### config.mk
export PLATFORM = sky130hd
export DESIGN_NAME = tlbinv_engine
export DESIGN_NICKNAME = d
export VERILOG_FILES = /design/src/rtl/tlbinv_pkg.sv /design/src/rtl/tlbinv_filter.sv /design/src/rtl/tlbinv_walker.sv /design/src/rtl/tlbinv_engine.sv
export SDC_FILE = /design/constraint.sdc
export NUM_CORES = 1
export LEC_CHECK = 0
export BUFFER_PORTS_ARGS = -buffer_cell sky130_fd_sc_hd__buf_2
export CORE_ASPECT_RATIO = 2
export CORE_MARGIN = 8
export CORE_UTILIZATION = 45
export DETAILED_ROUTE_END_ITERATION = 12
export GPL_TIMING_DRIVEN = 0
export HOLD_SLACK_MARGIN = 0.03
export PLACE_DENSITY = 0.69
export SLEW_MARGIN = 20
export SYNTH_ARGS = -nofsm -noshare
export SYNTH_HDL_FRONTEND = slang
export SYNTH_HIERARCHICAL = 1
export SYNTH_SLANG_ARGS = --single-unit
### constraint.sdc
create_clock -name clk -period 6.1 [get_ports clk]
set_clock_uncertainty 0.15 [all_clocks]
set_input_delay 0.61 -clock clk [delete_from_list [all_inputs] [get_ports clk]]
set_output_delay 0.61 -clock clk [all_outputs]
set_load 0.02 [all_outputs]
### src/rtl/tlbinv_pkg.sv
package tlbinv_pkg;
  typedef enum logic [2:0] {
    OP_ALL       = 3'd0,
    OP_GLB       = 3'd1,
    OP_ASID      = 3'd2,
    OP_PG_ASID   = 3'd3,
    OP_PG_ASID_G = 3'd4,
    OP_CLR_LINE  = 3'd5,
    OP_FLS_LINE  = 3'd6,
    OP_NOP       = 3'd7
  } inv_op_e;
endpackage

### src/rtl/tlbinv_filter.sv
module tlbinv_filter
  import tlbinv_pkg::*;
#(
  parameter int ASID_W  = 10,
  parameter int VA_W    = 48,
  parameter int PS_W    = 6,
  parameter int VPN_LSB = 13,
  localparam int VPPN_W = VA_W - VPN_LSB
) (
  input  inv_op_e           op,
  input  logic [ASID_W-1:0] cmd_asid,
  input  logic              cmd_glob,
  input  logic [VA_W-1:0]   cmd_vaddr,
  input  logic              ent_glob,
  input  logic [ASID_W-1:0] ent_asid,
  input  logic [VPPN_W-1:0] ent_vppn,
  input  logic [PS_W-1:0]   eff_ps,
  output logic              hit
);
  logic            asid_eq;
  logic            page_eq;
  logic [PS_W:0]   shamt;
  logic [VA_W-1:0] ent_va;
  logic [VA_W-1:0] diff;

  always_comb begin
    asid_eq = (ent_asid == cmd_asid);
    ent_va  = {ent_vppn, {VPN_LSB{1'b0}}};
    shamt   = {1'b0, eff_ps} + {{PS_W{1'b0}}, 1'b1};
    diff    = (cmd_vaddr ^ ent_va) >> shamt;
    page_eq = (diff == '0);
    unique case (op)
      OP_ALL:       hit = 1'b1;
      OP_GLB:       hit = (ent_glob == cmd_glob);
      OP_ASID:      hit = !ent_glob && asid_eq;
      OP_PG_ASID:   hit = !ent_glob && asid_eq && page_eq;
      OP_PG_ASID_G: hit = (ent_glob || asid_eq) && page_eq;
      OP_CLR_LINE:  hit = !ent_glob && asid_eq;
      OP_FLS_LINE:  hit = 1'b1;
      default:      hit = 1'b0;
    endcase
  end
endmodule

### src/rtl/tlbinv_walker.sv
module tlbinv_walker
  import tlbinv_pkg::*;
#(
  parameter int WAYS    = 8,
  parameter int LINES   = 256,
  parameter int ASSOC_N = 64,
  localparam int SA_N   = WAYS * LINES,
  localparam int TOTAL  = SA_N + ASSOC_N,
  localparam int IDX_W  = $clog2(TOTAL),
  localparam int LINE_W = $clog2(LINES)
) (
  input  logic             clk,
  input  logic             rst_n,
  input  logic             acc,
  input  inv_op_e          op,
  input  logic [IDX_W-1:0] index,
  output logic             busy,
  output logic             done,
  output logic [IDX_W-1:0] idx
);
  logic             busy_q, busy_d;
  logic             done_q, done_d;
  logic [IDX_W-1:0] idx_q, idx_d;
  logic [IDX_W-1:0] last_q, last_d;
  logic             big_q, big_d;
  logic             idx_en;

  // range decode for a new command
  logic [IDX_W-1:0] r_first, r_last;
  logic             r_big, r_empty;
  logic [IDX_W-1:0] line_idx;

  always_comb begin
    line_idx = {{(IDX_W-LINE_W){1'b0}}, index[LINE_W-1:0]};
    r_first  = '0;
    r_last   = IDX_W'(TOTAL - 1);
    r_big    = 1'b0;
    r_empty  = 1'b0;
    if (op == OP_CLR_LINE || op == OP_FLS_LINE) begin
      if (index < IDX_W'(SA_N)) begin
        r_first = line_idx;
        r_last  = IDX_W'((WAYS - 1) * LINES) + line_idx;
        r_big   = 1'b1;
      end else if (index < IDX_W'(TOTAL)) begin
        r_first = IDX_W'(SA_N);
      end else begin
        r_empty = 1'b1;
      end
    end else if (op == OP_NOP) begin
      r_empty = 1'b1;
    end
  end

  // next state
  always_comb begin
    busy_d = busy_q;
    done_d = 1'b0;
    idx_d  = idx_q;
    last_d = last_q;
    big_d  = big_q;
    idx_en = 1'b0;
    if (busy_q) begin
      idx_en = 1'b1;
      if (idx_q == last_q) begin
        busy_d = 1'b0;
        done_d = 1'b1;
      end else begin
        idx_d = idx_q + (big_q ? IDX_W'(LINES) : IDX_W'(1));
      end
    end else if (acc) begin
      idx_en = 1'b1;
      if (r_empty) begin
        done_d = 1'b1;
      end else begin
        busy_d = 1'b1;
        idx_d  = r_first;
        last_d = r_last;
        big_d  = r_big;
      end
    end
  end

  always_ff @(posedge clk or negedge rst_n) begin
    if (!rst_n) begin
      busy_q <= 1'b0;
      done_q <= 1'b0;
    end else begin
      busy_q <= busy_d;
      done_q <= done_d;
    end
  end

  always_ff @(posedge clk or negedge rst_n) begin
    if (!rst_n) begin
      idx_q  <= '0;
      last_q <= '0;
      big_q  <= 1'b0;
    end else if (idx_en) begin
      idx_q  <= idx_d;
      last_q <= last_d;
      big_q  <= big_d;
    end
  end

  assign busy = busy_q;
  assign done = done_q;
  assign idx  = idx_q;


  busy_done_excl_chk: assert property (@(posedge clk) disable iff (!rst_n)
    !(busy_q && done_q));

  walk_continue_chk: assert property (@(posedge clk) disable iff (!rst_n)
    busy_q && (idx_q != last_q) |=> busy_q);

  walk_end_chk: assert property (@(posedge clk) disable iff (!rst_n)
    busy_q && (idx_q == last_q) |=> !busy_q && done_q);

  done_pulse_chk: assert property (@(posedge clk) disable iff (!rst_n)
    done_q && !acc |=> !done_q);

  line_stay_chk: assert property (@(posedge clk) disable iff (!rst_n)
    busy_q && big_q && (idx_q != last_q) |=> idx_q[LINE_W-1:0] == $past(idx_q[LINE_W-1:0]));
endmodule

### src/rtl/tlbinv_engine.sv
module tlbinv_engine
  import tlbinv_pkg::*;
#(
  parameter int ASSOC_N = 64,
  parameter int WAYS    = 8,
  parameter int LINES   = 256,
  parameter int ASID_W  = 10,
  parameter int VA_W    = 48,
  parameter int PS_W    = 6,
  parameter int VPN_LSB = 13,
  localparam int SA_N   = WAYS * LINES,
  localparam int TOTAL  = SA_N + ASSOC_N,
  localparam int IDX_W  = $clog2(TOTAL),
  localparam int VPPN_W = VA_W - VPN_LSB
) (
  input  logic              clk,
  input  logic              rst_n,
  input  logic              cmd_valid,
  input  logic [2:0]        cmd_op,
  input  logic [ASID_W-1:0] cmd_asid,
  input  logic              cmd_glob,
  input  logic [VA_W-1:0]   cmd_vaddr,
  input  logic [IDX_W-1:0]  cmd_index,
  input  logic [PS_W-1:0]   shared_ps,
  output logic              busy,
  output logic              done,
  output logic [IDX_W-1:0]  tag_idx,
  input  logic              tag_rd_glob,
  input  logic [ASID_W-1:0] tag_rd_asid,
  input  logic [VPPN_W-1:0] tag_rd_vppn,
  input  logic [PS_W-1:0]   tag_rd_ps,
  output logic              tag_clr
);
  logic              acc;
  logic              busy_w;
  logic              hit;
  logic [IDX_W-1:0]  idx_w;
  logic [PS_W-1:0]   eff_ps;

  inv_op_e           op_q;
  logic [ASID_W-1:0] asid_q;
  logic              glob_q;
  logic [VA_W-1:0]   va_q;
  logic [PS_W-1:0]   ps_q;

  assign acc = cmd_valid && !busy_w;

  // command hold register, loaded only on acceptance
  always_ff @(posedge clk or negedge rst_n) begin
    if (!rst_n) begin
      op_q   <= OP_NOP;
      asid_q <= '0;
      glob_q <= 1'b0;
      va_q   <= '0;
      ps_q   <= '0;
    end else if (acc) begin
      op_q   <= inv_op_e'(cmd_op);
      asid_q <= cmd_asid;
      glob_q <= cmd_glob;
      va_q   <= cmd_vaddr;
      ps_q   <= shared_ps;
    end
  end

  tlbinv_walker #(
    .WAYS    (WAYS),
    .LINES   (LINES),
    .ASSOC_N (ASSOC_N)
  ) u_walker (
    .clk   (clk),
    .rst_n (rst_n),
    .acc   (acc),
    .op    (inv_op_e'(cmd_op)),
    .index (cmd_index),
    .busy  (busy_w),
    .done  (done),
    .idx   (idx_w)
  );

  always_comb begin
    eff_ps = (idx_w < IDX_W'(SA_N)) ? ps_q : tag_rd_ps;
  end

  tlbinv_filter #(
    .ASID_W  (ASID_W),
    .VA_W    (VA_W),
    .PS_W    (PS_W),
    .VPN_LSB (VPN_LSB)
  ) u_filter (
    .op        (op_q),
    .cmd_asid  (asid_q),
    .cmd_glob  (glob_q),
    .cmd_vaddr (va_q),
    .ent_glob  (tag_rd_glob),
    .ent_asid  (tag_rd_asid),
    .ent_vppn  (tag_rd_vppn),
    .eff_ps    (eff_ps),
    .hit       (hit)
  );

  assign busy    = busy_w;
  assign tag_idx = idx_w;
  assign tag_clr = busy_w && hit;


  clr_only_busy_chk: assert property (@(posedge clk) disable iff (!rst_n)
    tag_clr |-> busy_w);

  cmd_hold_chk: assert property (@(posedge clk) disable iff (!rst_n)
    busy_w |=> $stable(op_q) && $stable(asid_q) && $stable(va_q) && $stable(ps_q));

  clear_spares_global_chk: assert property (@(posedge clk) disable iff (!rst_n)
    busy_w && (op_q == OP_CLR_LINE) && tag_rd_glob |-> !tag_clr);

  asid_spares_global_chk: assert property (@(posedge clk) disable iff (!rst_n)
    busy_w && (op_q == OP_ASID) && tag_rd_glob |-> !tag_clr);

  reset_idle_chk: assert property (@(posedge clk) disable iff (!rst_n)
    $rose(rst_n) |-> !busy_w && !done);
endmodule

======== After elaboration in Yosys (flattened, before gate mapping) ========
Index checks and enable logic that the tools add are counted.
Widths: inputs -> output; s select.
operators by class
  $add $sub $neg .......................... 3
  bitwise logic cells ..................... 3
  equal/unequal tests ..................... 14
  shift operators ......................... 1
  multiplexer cells ....................... 28
  reductions and logical operators ........ 16
  magnitude comparators ................... 3
operators by type and width
  cell                   number
  $mux 12                9
  $logic_not 48->1       1
  $shr 48x7->48          1
  $xor 48x48->48         1
  $lt 12x12->1 const B   3
  $eq 3x3->1 const B     6
  $mux 1                 16
  $add 11x8->12 const A  1
  $add 12x12->12         1
  $eq 12x12->1           1
  $eq 10x10->1           1
  $mux 9                 1
  $reduce_and 4->1       2
  $add 6x1->7 const B    1
  $eq 3x2->1 const B     2
  $mux 6                 1
  $logic_and 1x1->1      5
  $pmux 1 s5             1
  $reduce_or 2->1        2
  $eq 3x1->1 const B     1
  $logic_not 3->1        1
  $logic_not 1->1        2
  $logic_or 1x1->1       2
  $ne 2x1->1 const B     1
  other kinds (4)        5
word-level totals
  input bits .............................. 135
  logic and storage cells ................. 78
  output and inout bits ................... 15
  flip-flop bits (word level) ............. 95

======== Longest topological paths before layout ========
Gate-level depths: netlist of the first run.
  depth in word-level cells ............... 8
  mapped depth ............................ 14
  mapped depth without buffers ............ 10

======== Hierarchy ========
Netlist of the first run, hierarchy kept.
modules (own cells, without submodules)
  module         cells an instance  area an instance (um^2)  sequential area each (um^2)  times used
  tlbinv_engine  153                2663.8                   1705.4                       1
  tlbinv_filter  280                1959.4                   0.0                          1
  tlbinv_walker  178                1566.5                   600.6                        1

======== Least setup slack after synthesis of the first run ========
No wires, ideal clock.
  kind .................................... reg-to-output
  from .................................... register u_walker.idx_q[11], in the netlist u_walker/idx[11]
  to ...................................... output port tag_clr
  cell stages (with the launch flop) ...... 13
  buffers on the path ..................... 2
  data arrival time ....................... 3353 ps
  required time ........................... 5340 ps
  slack ................................... 1987 ps
  cells stage by stage .................... dfrtp_1 > clkbuf_1 > mux2_2 > buf_6 > or4_1 > o31ai_1 > a21oi_1 > or4_4 > a2111oi_2 > nor4_1 > o22ai_1 > o311a_1 > and2_1
between the ends
  word-level cells in the longest chain between the ends .. 8
  elaborated cells between the ends (all ways) .. 9
  those cells by class .................... add/sub: 1; order compare: 1; shift: 1; mux: 2; reduce/logical: 4
ends and longest elaborated chain
  element                                      line                                      text
  from (decl)                                  tlbinv_walker.sv:23                       logic [IDX_W-1:0] idx_q, idx_d;
  from (signal assigned)                       tlbinv_walker.sv:99                       idx_q <= idx_d;
  $lt 12x12->1 *                               tlbinv_engine.sv:81                       eff_ps = (idx_w < IDX_W'(SA_N)) ? ps_q : tag_rd_ps;
  $mux 6 *                                     tlbinv_engine.sv:81
  via eff_ps[0]                                tlbinv_engine.sv:38                       logic [PS_W-1:0] eff_ps;
  $add 6x1->7 *                                tlbinv_filter.sv:29                       shamt = {1'b0, eff_ps} + {{PS_W{1'b0}}, 1'b1};
  $shr 48x7->48 *                              tlbinv_filter.sv:30                       diff = (cmd_vaddr ^ ent_va) >> shamt;
  $logic_not 48->1 *                           tlbinv_filter.sv:31                       page_eq = (diff == '0);
  $logic_and 1x1->1, on equally long branches  tlbinv_filter.sv:37, tlbinv_filter.sv:36
  $pmux 1 s5 *                                 tlbinv_filter.sv:32                       unique case (op)
  via hit                                      tlbinv_engine.sv:36                       logic hit;
  $logic_and 1x1->1 *                          tlbinv_engine.sv:103                      assign tag_clr = busy_w && hit;
  to (decl)                                    tlbinv_engine.sv:32                       output logic tag_clr
Mark *: on every way through the listed nets, which the timed path passes. The rest lies on a longest branch.

======== Worst setup path after layout of the first run ========
Same ends and word-level chain as after synthesis.

==> impl_metrics.env, run 1 <==
export IMPL_placeableCoreArea_sq_um=13440
export IMPL_track_usage_pct=22.00
export IMPL_post_drt_via_cell_ratio=6.023
export IMPL_vdd_ir_max_v=0.0002313
export IMPL_final_nets=908
export IMPL_drt_antenna_violating_nets=0
export IMPL_maxSlewViolCount=0
export IMPL_fp_row_count=60
export IMPL_cp_data_required_time_ps=5340
export IMPL_routed_wire_length_per_instance_um=21.15
export IMPL_cts_repair_resized=0
export IMPL_routabilityCongestion=0.9374
export IMPL_cts_sinks=91
export IMPL_fmax_ghz=0.1934
export IMPL_number_of_h_tree_levels=3
export IMPL_route_detailed_drc=0
export IMPL_static_leakage_power_nw=3.229
export IMPL_drt_initial_drc_count=240
export IMPL_fp_dieW_um=98.69
export IMPL_synthesized_area_per_cell_sq_um=10.10
export IMPL_floorplan_initialDensity_pct=45.79
export IMPL_timing_worst_slew_pin_value_ps=787.2
export IMPL_fraction_of_layout_instances_using_a_drive_strength_above_1_pct=37.42
export IMPL_numPortBuffers=148
export IMPL_routed_via_count=5601
export IMPL_hold_path_class="in -> reg"
export IMPL_clock_transition_at_the_registers_of_the_reported_paths_ps=70
export IMPL_p_total_mw=3.707
export IMPL_cts_root_buf="clkbuf_16"
export IMPL_postSynthNetCount=747
export IMPL_maxSlewHeadroom_pct=47.52
export IMPL_combinationalPowerShare_pct=52.3
export IMPL_worst_hold_slack_ps=344.7
export IMPL_cts_tree="built"
export IMPL_power_share_clock_pct=15.8
export IMPL_crit_fanout=10
export IMPL_power_density_nw_per_um2=498.1
export IMPL_run_status="finished, final reports clean"
export IMPL_power_sequential_fraction_pct=31.9
export IMPL_routed_wirelength_um=19670
export IMPL_dp_hpwl_um=15980
export IMPL_design_portCount=150
export IMPL_grt_overflow_total=0
export IMPL_worstSetupEndpointType="output pin"
export IMPL_place_inst=913
export IMPL_grt_start_max_net_pins=53
export IMPL_number_of_global_route_vias_before_repair=5998
export IMPL_critical_path_type="reg -> out"
export IMPL_timing_final_hold_violations=0
export IMPL_n_antenna_cell=0
export IMPL_power_switching_share_pct=42.34
export IMPL_max_cap_viol_count=0
export IMPL_p_switching_mw=1.570
export IMPL_synth_warnings=6
export IMPL_setup_tns_ps=0
export IMPL_p_int_mw=2.138
export IMPL_die_area_sq_um=17900
export IMPL_dr_pass1_iters=6
export IMPL_cts_root_to_sink_buffers=2
export IMPL_critical_path_arrival_ps=4410
export IMPL_setup_worst_path_start_class="flip-flop"
export IMPL_cts_buf_count=9
export IMPL_area_growth_synth_to_final_pct=20.96
export IMPL_number_of_antenna_violations_at_the_first_check_in_global_routing=1
export IMPL_syn_inst=609
export IMPL_final_std_cells_w_o_fill=930
export IMPL_fp_dieH_um=181.4
export IMPL_layout_worst_path_cycle_share_pct=84.77
export IMPL_final_setup_viol_count=0
export IMPL_finalCoreUtilization_pct=55.39
export IMPL_worstSkewPairLatency_ps=340
export IMPL_grt_setup_unrepaired="no"
export IMPL_min_period_ps=5171
export IMPL_global_route_wire_length_before_repair_um=30740
export IMPL_synthesis_area_sq_um=6153
critical path: stages, from the launching register on:
cell,delay [ps]
dfrtp_1,530
clkbuf_1,380
mux2_2,400
buf_6,140
inv_1,100
buf_6,170
clkbuf_1,550
nor3_1,130
nor4b_1,410
a21oi_1,110
a2111oi_2,390
nor4_1,110
o22ai_1,170
o311a_1,190
and2_1,120
buf_2,160
registers in the layout, summed over array words and instances, names as in the netlist:
name,flops
u_walker/done,1
u_walker/last_q,10
asid_q,10
ps_q,6
va_q,47
glob_q,1
op_q,3
u_walker/idx,12
u_walker/busy,1
through the flow:
stage / area, sq um / setup slack, ps
floorplan: 6153 / 1987
global placement: 7088 / 1346
detailed placement: 7122 / 1332
CTS: 7443 / 928.9
global route: 7443 / 729.3
finish: 7443 / 929.2
layout make-up:
cell class,instances,area (sq um)
multi-input combinational,475,3628
clock inverter,6,72.57
sequential,91,2281
tap,155,193.9
fill,1187,5995
clock buffer,10,239.0
inverter,9,33.78
buffer,34,210.2
timing repair buffer,150,784.5
power groups by stage:
stage	Sequential [mW]	Combinational (mW)	Clock [mW]
after floorplan	1.15	1.41	0
after global placement	1.17	1.88	0
after detailed placement	1.19	1.92	0
after CTS	1.18	1.93	0.603
after global routing	1.22	2.10	0.623
final	1.18	1.94	0.586
placed cells by master, fill, tap and decap left out, types with 3 or more instances in the layout:
cell / n
and3_1: 3
and4_1: 4
nand3_1: 24
dfstp_2: 3
xor2_1: 37
ha_1: 3
a221oi_1: 4
nand4_1: 8
o221ai_1: 3
o21ai_0: 16
clkbuf_1: 9
mux2i_1: 17
a2111oi_0: 3
dfrtp_1: 88
o32ai_1: 4
and2_1: 6
o211ai_1: 6
clkbuf_16: 9
nor4_1: 6
a31oi_1: 9
or4_1: 4
nor2_1: 41
buf_2: 159
mux2_4: 9
buf_4: 5
xnor2_1: 24
o22ai_1: 10
mux2_2: 74
a211oi_1: 7
nand2_1: 41
nand2b_1: 4
o31ai_1: 4
nor2b_1: 11
nor3_1: 20
mux4_2: 4
inv_1: 8
or2_2: 3
buf_6: 6
a22oi_1: 3
a21oi_1: 25
routing by layer:
metal	up-vias	global-route usage (%)	wire length, um
met2	231	43.58	11330
met3	75	4.061	932
li1	2586	-	-
met5	-	0	13
met4	2	12.38	959
met1	2707	19.89	6440
repair_timing:
action,CTS,global route
setup buffers,0,0
hold endpoints to repair,3,0
hold buffers,1,0
path summary, 6_finish.rpt:
kind | startpoint | to | slack [ps] | cells past startpoint
max in group asynchronous | rst_n | op_q[0] | 4580 | 3
max | u_walker/idx[11] | tag_clr | 930 | 15
min in group asynchronous | rst_n | va_q[33] | 590 | 2
min reg2reg | u_walker/last_q[6] | u_walker/last_q[6] | 360 | 2
max reg2reg | u_walker/busy | u_walker/last_q[6] | 3400 | 9
min | cmd_vaddr[40] | va_q[40] | 340 | 2
(Power assumes the default switching activity.)
==> run 2: changes to the inputs <==
- clock period: 6.1 -> 4.9 ns (I/O delays scaled with it)
==> run 2 against run 1 <==
Net effect: die area is the same; design area stayed put; critical path depth fell by 2; global-route usage barely moved; non-clock buffer count shrank 1; cell count fell by 0.11%; clock power rose by 24%; clock-buffer cell count did not move; sequential power rose by 25%; sequential share of layout area hardly changed; worst setup slack worse by 630 ps.
==> impl_metrics.env, run 2 (synthesized netlist as in run 1, its figures left out) <==
export IMPL_run_status="finished, final reports clean"
export IMPL_setup_slack_ps=299.1
export IMPL_layout_filler_cell_count=1188
export IMPL_grt_setup_unrepaired="no"
export IMPL_power_switching_share_pct=42.33
export IMPL_placeableCoreArea_sq_um=13440
export IMPL_drt_initial_drc_count=242
export IMPL_track_usage_pct=22.04
export IMPL_place_inst=913
export IMPL_cp_data_required_time_ps=4260
export IMPL_floorplan_initialDensity_pct=45.79
export IMPL_route_detailed_drc=0
export IMPL_crit_fanout=13
export IMPL_fp_dieH_um=181.4
export IMPL_power_sequential_fraction_pct=32.0
export IMPL_p_switching_mw=1.953
export IMPL_cts_tree="built"
export IMPL_cts_buf_count=9
export IMPL_fp_row_count=60
export IMPL_critical_path_arrival_ps=3960
export IMPL_worstSkewPairLatency_ps=340
export IMPL_grt_overflow_total=0
export IMPL_number_of_antenna_violations_at_the_first_check_in_global_routing=1
export IMPL_timing_worst_slew_pin_value_ps=765.5
export IMPL_numPortBuffers=148
export IMPL_power_density_nw_per_um2=620.0
export IMPL_combinationalPowerShare_pct=52.2
export IMPL_post_drt_via_cell_ratio=6.015
export IMPL_min_period_ps=4601
export IMPL_n_antenna_cell=0
export IMPL_fp_dieW_um=98.69
export IMPL_dr_pass1_iters=5
export IMPL_final_nets=907
export IMPL_max_cap_viol_count=0
export IMPL_die_area_sq_um=17900
export IMPL_static_leakage_power_nw=3.230
export IMPL_routabilityCongestion=0.9374
export IMPL_detailedPlace_worstSlack_ps=251.9
export IMPL_dp_hpwl_um=15980
export IMPL_maxSlewHeadroom_pct=48.97
export IMPL_p_int_mw=2.662
export IMPL_routed_wirelength_um=19680
export IMPL_cts_root_to_sink_buffers=2
export IMPL_layout_common_cells="159 x buf_2, 87 x dfrtp_1, 74 x mux2_2"
export IMPL_setup_tns_ps=0
export IMPL_worstSetupEndpointType="output pin"
export IMPL_routed_via_count=5588
export IMPL_grt_start_max_net_pins=53
export IMPL_number_of_global_route_vias_before_repair=5999
export IMPL_drt_antenna_violating_nets=0
export IMPL_final_setup_viol_count=0
export IMPL_layout_worst_path_cycle_share_pct=93.90
export IMPL_setup_worst_path_start_class="flip-flop"
export IMPL_largest_register="va_q"
export IMPL_clock_transition_at_the_registers_of_the_reported_paths_ps=70
export IMPL_cts_sinks=91
export IMPL_number_of_h_tree_levels=3
export IMPL_design_portCount=150
export IMPL_p_total_mw=4.615
export IMPL_cts_repair_timing_setup_buffer_count=0
export IMPL_critical_path_type="reg -> out"
export IMPL_vdd_ir_max_v=0.0002818
export IMPL_fraction_of_layout_instances_using_a_drive_strength_above_1_pct=37.73
export IMPL_area_growth_synth_to_final_pct=20.96
export IMPL_power_share_clock_pct=15.7
export IMPL_final_std_cells_w_o_fill=929
export IMPL_fmax_ghz=0.2173
export IMPL_maxSlewViolCount=0
export IMPL_timing_final_hold_violations=0
export IMPL_cts_root_buf="clkbuf_16"
export IMPL_largest_register_ff_count=47
export IMPL_hold_path_class="in -> reg"
export IMPL_leading_cell_type_in_the_layout_fill_and_taps_excluded="buf_2"
export IMPL_routed_wire_length_per_instance_um=21.19
export IMPL_global_route_wire_length_before_repair_um=30790
-- run 2: cell count changes in the layout (fill, tap and decap cells not counted), sizes merged --
cell and delta:
clkbuf -1
-- run 2: area by class of cell --
cell class | count | area [sq um] | share of cell area, %
buffer | 33 | 207.7 | 2.790
clock buffer | 10 | 239.0 | 3.211
clock inverter | 6 | 72.57 | 0.9750
inverter | 9 | 33.78 | 0.4539
multi-input combinational | 475 | 3630 | 48.76
sequential | 91 | 2282 | 30.66
tap | 155 | 193.9 | 2.605
timing repair buffer | 150 | 784.5 | 10.54
-- run 2: final timing paths --
check	slack, ps	endpoint	start	depth (start not counted)
max	300	tag_clr	u_walker/idx[11]	13
min	230	asid_q[2]	cmd_asid[2]	2
max reg2reg	2230	u_walker/last_q[10]	u_walker/busy	9
min reg2reg	360	u_walker/last_q[6]	u_walker/last_q[6]	2
max in group asynchronous	3500	op_q[0]	rst_n	3
min in group asynchronous	470	va_q[33]	rst_n	2
-- run 2: critical path, stage by stage (launching register included) --
cell,delay (ps)
dfrtp_2,540
mux2_2,300
buf_2,230
buf_2,280
buf_2,330
mux4_2,360
nor4_1,420
a21oi_1,120
nor2_1,230
a221oi_1,130
o21ai_0,190
o311a_1,210
and2_1,130
buf_2,160
-- run 2: power by group through the flow --
stage	Sequential (mW)	Clock, mW	Combinational (mW)
floorplan	1.43	0	1.75
global placement	1.46	0	2.35
detailed placement	1.48	0	2.39
CTS	1.48	0.751	2.40
global route	1.53	0.777	2.60
finish	1.48	0.727	2.41
-- run 2: through the flow --
stage / hold slack (ps) / util (%) / cell area, sq um
after detailed placement: 273.5 / 53.00 / 7122
after floorplan: 44.41 / - / 6153
after global routing: 210.8 / 55.39 / 7443
final: 225.7 / 55.39 / 7443
after CTS: 214.1 / 55.38 / 7442
after global placement: 334.4 / 52.75 / 7088
-- run 2: metal layers --
metal | routed length (um) | GRT usage [%] | vias up
met3 | 966 | 4.291 | 70
met5 | 13 | 0 | -
li1 | - | - | 2585
met4 | 940 | 12.14 | 2
met2 | 11350 | 43.49 | 230
met1 | 6414 | 20.01 | 2701
-- run 2: repair_timing --
| item | CTS | global route |
|---|---|---|
| hold endpoints to repair | 39 | 0 |
| pin swaps | 0 | 0 |
| resized for setup | 2 | 1 |
| hold buffers | 1 | 0 |
| setup endpoints to repair | 1 | 1 |
